--- src/rtl/scanline_irq_pkg.sv ---
`timescale 1ns/1ps
// Shared constants and helpers for the scanline timer and interrupt sequencer.
package scanline_irq_pkg;
    // Width of the interrupt status byte seen by the CPU.
    localparam int STAT_W = 8;

    // Larger of two integers, used to size the line number.
    function automatic int max_i(input int a, input int b);
        return (a > b) ? a : b;
    endfunction
endpackage

--- src/rtl/scanline_line_track.sv ---
`timescale 1ns/1ps
// Cycle counter and scanline tracker.
// Adds the CPU step to the counter. When the event gate is open and the raw
// count has reached the next line boundary, it advances the line number (with
// frame wrap) and adds the refresh cycles taken by the video fetcher.
// Assumes step_cyc + STOLEN < LINE_CYC, so at most one boundary per clock.
module scanline_line_track #(
    parameter int CNT_W      = 32,
    parameter int STEP_W     = 4,
    parameter int LINE_CYC   = 114,
    parameter int STOLEN     = 9,
    parameter int LINES_NTSC = 262,
    parameter int LINES_PAL  = 312,
    parameter int LINE_W     = 9
) (
    input  logic              clk,
    input  logic              rst_n,
    input  logic [STEP_W-1:0] step_cyc,
    input  logic              pal_mode,
    input  logic              evt_hit,
    output logic [CNT_W-1:0]  cyc_q,
    output logic [CNT_W-1:0]  cyc_raw,
    output logic [CNT_W-1:0]  cyc_post,
    output logic [CNT_W-1:0]  next_line_q,
    output logic [LINE_W-1:0] line_q
);
    localparam logic [CNT_W-1:0]  CYC_LINE  = CNT_W'(LINE_CYC);
    localparam logic [CNT_W-1:0]  CYC_STEAL = CNT_W'(STOLEN);
    localparam logic [LINE_W-1:0] LAST_NTSC = LINE_W'(LINES_NTSC - 1);
    localparam logic [LINE_W-1:0] LAST_PAL  = LINE_W'(LINES_PAL - 1);
    localparam logic [LINE_W-1:0] LAST_MAX  = (LINES_PAL > LINES_NTSC) ? LAST_PAL : LAST_NTSC;

    logic              crossing;
    logic [LINE_W-1:0] last_line;
    logic [LINE_W-1:0] line_nx;

    // Raw count, boundary detection and refresh insertion.
    always_comb begin
        cyc_raw   = cyc_q + CNT_W'(step_cyc);
        crossing  = evt_hit && (cyc_raw >= next_line_q);
        cyc_post  = crossing ? (cyc_raw + CYC_STEAL) : cyc_raw;
        last_line = pal_mode ? LAST_PAL : LAST_NTSC;
        line_nx   = (line_q >= last_line) ? '0 : (line_q + 1'b1);
    end

    // Counter, next boundary and line number registers.
    always_ff @(posedge clk) begin
        if (!rst_n) begin
            cyc_q       <= '0;
            next_line_q <= CYC_LINE;
            line_q      <= '0;
        end else begin
            cyc_q <= cyc_post;
            if (crossing) begin
                next_line_q <= next_line_q + CYC_LINE;
                line_q      <= line_nx;
            end
        end
    end

    // The line number never leaves the longer frame.
    assert_line_range_R2: assert property (@(posedge clk) disable iff (!rst_n)
        line_q <= LAST_MAX);

    // A line change always comes with exactly one boundary step.
    assert_boundary_step_R1: assert property (@(posedge clk) disable iff (!rst_n)
        (line_q != $past(line_q)) |-> (next_line_q == $past(next_line_q) + CYC_LINE));
endmodule

--- src/rtl/scanline_timer_chan.sv ---
`timescale 1ns/1ps
// One countdown timer channel with a self-disarming, active-low status bit.
// A load arms the channel at the current count plus the delay. When the event
// gate is open and the post-refresh count reaches the expiry, the status bit
// drops and the channel disarms. An acknowledge raises the bit unless the
// channel fires in the same clock. A load takes precedence over firing.
module scanline_timer_chan #(
    parameter int CNT_W = 32,
    parameter int DLY_W = 16
) (
    input  logic             clk,
    input  logic             rst_n,
    input  logic             load,
    input  logic [DLY_W-1:0] delay,
    input  logic             ack,
    input  logic             evt_hit,
    input  logic [CNT_W-1:0] cyc_q,
    input  logic [CNT_W-1:0] cyc_post,
    output logic             armed_q,
    output logic [CNT_W-1:0] exp_q,
    output logic             stat_q
);
    logic fire;

    // Expiry test, only while armed, gated by the event and blocked by a load.
    always_comb begin
        fire = evt_hit && armed_q && !load && (cyc_post >= exp_q);
    end

    // Arm state and expiry register.
    always_ff @(posedge clk) begin
        if (!rst_n) begin
            armed_q <= 1'b0;
            exp_q   <= '0;
        end else if (load) begin
            armed_q <= 1'b1;
            exp_q   <= cyc_q + CNT_W'(delay);
        end else if (fire) begin
            armed_q <= 1'b0;
        end
    end

    // Active-low status bit: firing clears it, acknowledge sets it.
    always_ff @(posedge clk) begin
        if (!rst_n) begin
            stat_q <= 1'b1;
        end else if (fire) begin
            stat_q <= 1'b0;
        end else if (ack) begin
            stat_q <= 1'b1;
        end
    end

    // A bit that drops belongs to a channel that is no longer armed.
    assert_disarm_on_fire_R6: assert property (@(posedge clk) disable iff (!rst_n)
        $fell(stat_q) |-> !armed_q);

    // A pending expiry only changes through a load.
    assert_expiry_held_R4: assert property (@(posedge clk) disable iff (!rst_n)
        (armed_q && $past(armed_q) && !$past(load)) |-> (exp_q == $past(exp_q)));

    // An acknowledge without a simultaneous firing leaves the bit high.
    assert_ack_raises_R7: assert property (@(posedge clk) disable iff (!rst_n)
        $past(ack && !fire) |-> stat_q);
endmodule

--- src/rtl/scanline_evt_min.sv ---
`timescale 1ns/1ps
// Nearest-event selector: the minimum of the next line boundary and the
// expiry of every armed channel. Purely combinational.
module scanline_evt_min #(
    parameter int CNT_W = 32,
    parameter int NCH   = 3
) (
    input  logic [CNT_W-1:0]          base,
    input  logic [NCH-1:0][CNT_W-1:0] cand,
    input  logic [NCH-1:0]            valid,
    output logic [CNT_W-1:0]          lim
);
    // Linear minimum scan over the armed candidates.
    always_comb begin
        lim = base;
        for (int k = 0; k < NCH; k++) begin
            if (valid[k] && (cand[k] < lim)) begin
                lim = cand[k];
            end
        end
    end
endmodule

--- src/rtl/scanline_irq_seq.sv ---
`timescale 1ns/1ps
// Scanline timer and interrupt sequencer top.
// Combines the line tracker, NCH timer channels and the nearest-event
// selector. The status byte is active low per channel with the unused upper
// bits held at 1. The request is a level for the CPU.
// Assumes NCH <= 8 and a CPU step below LINE_CYC - STOLEN per clock.
module scanline_irq_seq
    import scanline_irq_pkg::*;
#(
    parameter int CNT_W      = 32,
    parameter int STEP_W     = 4,
    parameter int DLY_W      = 16,
    parameter int NCH        = 3,
    parameter int LINE_CYC   = 114,
    parameter int STOLEN     = 9,
    parameter int LINES_NTSC = 262,
    parameter int LINES_PAL  = 312,
    localparam int LINE_W    = $clog2(max_i(LINES_NTSC, LINES_PAL))
) (
    input  logic              clk,
    input  logic              rst_n,
    input  logic [STEP_W-1:0] step_cyc,
    input  logic              pal_mode,
    input  logic [NCH-1:0]    tmr_load,
    input  logic [DLY_W-1:0]  tmr_delay,
    input  logic [NCH-1:0]    tmr_ack,
    input  logic              irq_mask,
    output logic [LINE_W-1:0] line_num,
    output logic [STAT_W-1:0] irq_stat,
    output logic              irq_req
);
    logic [CNT_W-1:0]          cyc_q;
    logic [CNT_W-1:0]          cyc_raw;
    logic [CNT_W-1:0]          cyc_post;
    logic [CNT_W-1:0]          next_line_q;
    logic [CNT_W-1:0]          evt_lim;
    logic                      evt_hit;
    logic [NCH-1:0]            armed;
    logic [NCH-1:0][CNT_W-1:0] exp_all;
    logic [NCH-1:0]            stat_bits;

    scanline_line_track #(
        .CNT_W(CNT_W), .STEP_W(STEP_W), .LINE_CYC(LINE_CYC), .STOLEN(STOLEN),
        .LINES_NTSC(LINES_NTSC), .LINES_PAL(LINES_PAL), .LINE_W(LINE_W)
    ) u_line (
        .clk(clk), .rst_n(rst_n), .step_cyc(step_cyc), .pal_mode(pal_mode),
        .evt_hit(evt_hit), .cyc_q(cyc_q), .cyc_raw(cyc_raw), .cyc_post(cyc_post),
        .next_line_q(next_line_q), .line_q(line_num)
    );

    scanline_evt_min #(.CNT_W(CNT_W), .NCH(NCH)) u_min (
        .base(next_line_q), .cand(exp_all), .valid(armed), .lim(evt_lim)
    );

    // Event gate: expiries and boundaries are examined only once reached.
    always_comb begin
        evt_hit = (cyc_raw >= evt_lim);
    end

    for (genvar k = 0; k < NCH; k++) begin : g_chan
        scanline_timer_chan #(.CNT_W(CNT_W), .DLY_W(DLY_W)) u_tmr (
            .clk(clk), .rst_n(rst_n), .load(tmr_load[k]), .delay(tmr_delay),
            .ack(tmr_ack[k]), .evt_hit(evt_hit), .cyc_q(cyc_q), .cyc_post(cyc_post),
            .armed_q(armed[k]), .exp_q(exp_all[k]), .stat_q(stat_bits[k])
        );

        // The selected event never lies beyond an armed expiry.
        assert_evt_before_expiry_R5: assert property (@(posedge clk) disable iff (!rst_n)
            armed[k] |-> (evt_lim <= exp_all[k]));
    end

    // Status byte assembly and the level request.
    always_comb begin
        irq_stat = '1;
        irq_stat[NCH-1:0] = stat_bits;
        irq_req = !irq_mask && (irq_stat != {STAT_W{1'b1}});
    end

    // The selected event never lies beyond the next line boundary.
    assert_evt_before_line_R5: assert property (@(posedge clk) disable iff (!rst_n)
        evt_lim <= next_line_q);

    // Without an acknowledge a pending request stays up while enabled.
    assert_request_level_R8: assert property (@(posedge clk) disable iff (!rst_n)
        (irq_req && (tmr_ack == '0)) |=> (irq_req || irq_mask));
endmodule

--- config.mk ---
export PLATFORM = sky130hd
export DESIGN_NAME = scanline_irq_seq
export DESIGN_NICKNAME = d
export VERILOG_FILES = /design/src/rtl/scanline_irq_pkg.sv /design/src/rtl/scanline_line_track.sv /design/src/rtl/scanline_timer_chan.sv /design/src/rtl/scanline_evt_min.sv /design/src/rtl/scanline_irq_seq.sv
export SDC_FILE = /design/constraint.sdc
export NUM_CORES = 1
export LEC_CHECK = 0
export ABC_AREA = 1
export BUFFER_PORTS_ARGS = -buffer_cell sky130_fd_sc_hd__buf_4
export CAP_MARGIN = 15
export CORE_MARGIN = 2
export CORE_UTILIZATION = 65
export DETAILED_ROUTE_END_ITERATION = 10
export HOLD_SLACK_MARGIN = 0.15
export PLACE_DENSITY_LB_ADDON = 0.2
export SETUP_SLACK_MARGIN = 0.15
export SLEW_MARGIN = 25
export SYNTH_ARGS = -nofsm -noshare
export SYNTH_HDL_FRONTEND = slang
export SYNTH_SLANG_ARGS = --single-unit
--- constraint.sdc ---
create_clock -name clk -period 20.7 [get_ports clk]
set_input_delay 1.035 -clock clk [delete_from_list [all_inputs] [get_ports clk]]
set_output_delay 1.035 -clock clk [all_outputs]
set_load 0.02 [all_outputs]
==> results.md <==
* Run status: finished, violations left
* Violated checks: DRC
* Placed cells at approximately 2600
* Max Clock Skew at 15.69 ps
* Largest net degree at the start of global routing at about 90
* Post-Syn Area at around 16000 um^2
* Filler Cell Count at 2095
* Sequential share of power at roughly 36%
* Final cell count without fillers at ~2600
* DRC at 2
* Sequential area share after synthesis at 22.11%
* DP HPWL at roughly 38 mm
* Most frequent cells in the layout: 403 x inv_1, 386 x nand2_1, 275 x ha_1
* Post-synthesis cell count at 2301
* Synth Area in Simple Gates at a little over a fifth
* Routed wl met2 at approximately 21 mm
* Post-DP Area at approximately 16000 um^2
* Initial DRC Count at between 1500 and 2000
* Min Tclk post-route at ~12000 ps
* Core area at ~24000 um^2
* GRT overflow at 0
* Crit path launch type: flop
* Hold path startpoint: u_line.line_q[8]
* Switching Fraction at approximately two fifths
* Hold WC Path Type: flop to flop
* Max Cap Viol at 0
* Final WL at between 40 and 50 mm
* Reg2Reg Depth at between 60 and 70
* Total Power at approximately 1000 uW
* RSZ-0062 raised after global routing: no
* Post-route setup TNS at 0 ps
* Vias at 15530
* Layout cell share with drive strength beyond 1 at just over 5%
* Die X at roughly 160 um
* Clock root cell: clkbuf_16
* Int Power at 633.9 uW
* Layout area overhead at 6.528%
* Crit path max-delay cell type: nor3_4
* Period utilization at around three fifths
* Synth Area in XOR/XNOR at under 10%
* Peak supply drop at between 0.04 and 0.05 mV
* Crit path max fanout at 64
* PwrDens at 61.75 nW/um^2
* Post-route ant nets at 0
* Initial antenna violation count at 0
* Top Metal Used: met4
* Initial Utilization at between 60% and 70%
* Synth Area in Compound Gates at around 18%
* IO Port Bufs at 42
* Hold Violations, Final at 0
* Final setup violating endpoints at 0
* Routed WL per cell at around 18 um
* Post_cts resized at 0
* Reg-to-reg slack, setup at ~8300 ps
* Worst hold endpoint: u_line.line_q[8]
* Ant. Diodes at 0
* Fmax at ~81 MHz
* Mux contribution to synthesized area at 0%
* DRT Pass-1 Iters at 8
* Cts hold-fix bufs at 0
* Vias per cell at around 6
* Main combinational cell family by area after synthesis: adder cells
* Worst Max-Slew Pin Slew at 1087 ps
* Most used DFF post-synth: dfxtp_1
* CTS Buf Count at 17
* Post-synthesis adder-cell area fraction at between 20% and 30%
* Chip Height at between 150 and 200 um
* GRT Overall Usage at about 37%
* Synth async-reset ratio at 0%
* Clock buffer depth at 2
* Number of global-route vias before repair at roughly 15000
* Syn_area_per_cell at a little under 7 um^2
* Comb pwr share at about a third
* Clk pwr share at between 30% and 40%
* TritonCTS clock tree: built
* Commonest non-fill, non-tap cell in the layout: inv_1
* Final instance area at around 17000 um^2
* Worst-skew pair later-pin latency at between 400 and 500 ps
* #FFs+latches synth at around 170
* Worst EP required at about 21000 ps
* Switching power total at about 400 uW
* Leakage power at 0.008804 uW
* Cell variety after synth at 60
* FP Rows at 56
* Kind of critical path: flop to flop
* Wire length on met1 at ~21 mm
* Global-route wire length before repair at 76.10 mm
* Routability cong. at about 1
* CP arrival at 12790 ps
* CTS Sinks at 174
* DR WL met3 at around 4.6 mm
* H-tree depth at 4
* Die area at between 20000 and 30000 um^2
* Final Max Tran Viols at 0
* Worst path max stage delay at roughly 650 ps
* Slew margin rel. at roughly 28%
* Clock transition at path regs at around 80 ps
* WHS Path Cells at 2
* Most common cell on crit path: nand2_1
* R2r startpoint: u_line.next_line_q[15]
* Post-CTS setup buffer count at 0
* CP endpoint kind: flop
* Final nets at roughly 2600
* I/O pins at 48
* Synth Warn # at 0
* Number of synthesized flops with an enable pin at 0
* Reg2reg end: g_chan[0].u_tmr.stat_q
[stage by stage]
step	worst slack, ps	utilization, %	hold WS, ps
6_report	8296	71.08	481.6
5_1_grt	7480	71.08	512.0
3_5_place_dp	8428	68.72	472.5
2_1_floorplan	11630	-	443.2
3_3_place_gp	8613	68.72	457.7
4_1_cts	8373	71.05	483.5
[cells by family after synthesis]
| group | Yosys count |
|---|---|
| buffers and inverters | 477 |
| flip-flops | 174 |
| AO/OA/AOI/OAI | 523 |
| AND/OR/NAND/NOR | 770 |
| adder cells (fa/ha/maj) | 277 |
| XOR/XNOR | 79 |
| other | 1 |
[metal layers]
layer / vias to the layer above / GRT usage (%)
met2: 646 / 59.90
met5: - / 0
met1: 7126 / 51.57
li1: 7654 / -
met4: 0 / 11.69
met3: 104 / 6.364
[Yosys cell counts (all sizes together), types with 7 or more instances]
cell    count  share of area (%)
nor3b      11               0.56
a21oi     232                7.4
ha        275                 22
nand2     395                9.7
nand4      44                1.7
nor4       20               0.97
nand3      83                2.7
a211oi     21                1.0
xor2       70                3.9
dfxtp     174                 22
a21o        9               0.43
clkbuf     54                1.3
o211ai      7               0.37
buf        14               0.69
nor3       47                1.5
nor2      158                3.9
xnor2       9               0.50
inv       406                9.7
o21ai     216                6.9
[registers in the layout, indices dropped and copies added (netlist names)]
name / count
u_line.line_q: 9
g_chan.u_tmr.armed_q: 3
g_chan.u_tmr.exp_q: 96
g_chan.u_tmr.stat_q: 3
u_line.next_line_q: 31
u_line.cyc_q: 32
[worst max-delay path: cells and delay by family (launching register included)]
kind / cells / cell delay (ps)
AOI/OAI and AO/OA: 27 / 5250
and+or+nand+nor: 23 / 3890
adders and majority gates: 5 / 1530
buffers and inverters: 5 / 920
DFF: 1 / 370
xor gates and xnor gates: 1 / 330
[worst max-delay path by stage]
stage,start,endpoint,slack [ps],depth (start not counted)
CTS,u_line.next_line_q[15],g_chan[0].u_tmr.stat_q,8370,61
global placement,u_line.next_line_q[15],g_chan[0].u_tmr.armed_q,8610,59
detailed placement,u_line.next_line_q[15],g_chan[0].u_tmr.stat_q,8430,61
finish,u_line.next_line_q[15],g_chan[0].u_tmr.stat_q,8300,61
floorplan,u_line.next_line_q[15],g_chan[0].u_tmr.stat_q,11630,67
global route,u_line.next_line_q[15],g_chan[0].u_tmr.stat_q,7480,60
[power by group through the flow]
| stage | logic (uW) | clock network (uW) | registers (uW) |
|---|---|---|---|
| after detailed placement | 332 | 0 | 376 |
| after CTS | 335 | 323 | 369 |
| after global placement | 321 | 0 | 376 |
| after floorplan | 249 | 0 | 368 |
| final | 343 | 323 | 369 |
| after global routing | 389 | 339 | 370 |
[layout make-up]
cell class                 count  area [um^2]  share of cell area, %
multi-input combinational   1654        10450                  62.27
clock inverter                14        122.6                 0.7306
tap                          319        399.1                  2.378
sequential                   174         3483                  20.75
inverter                     409         1538                  9.162
timing repair buffer          48        360.3                  2.147
clock buffer                  18        429.2                  2.557
(Power assumes the default switching activity.)
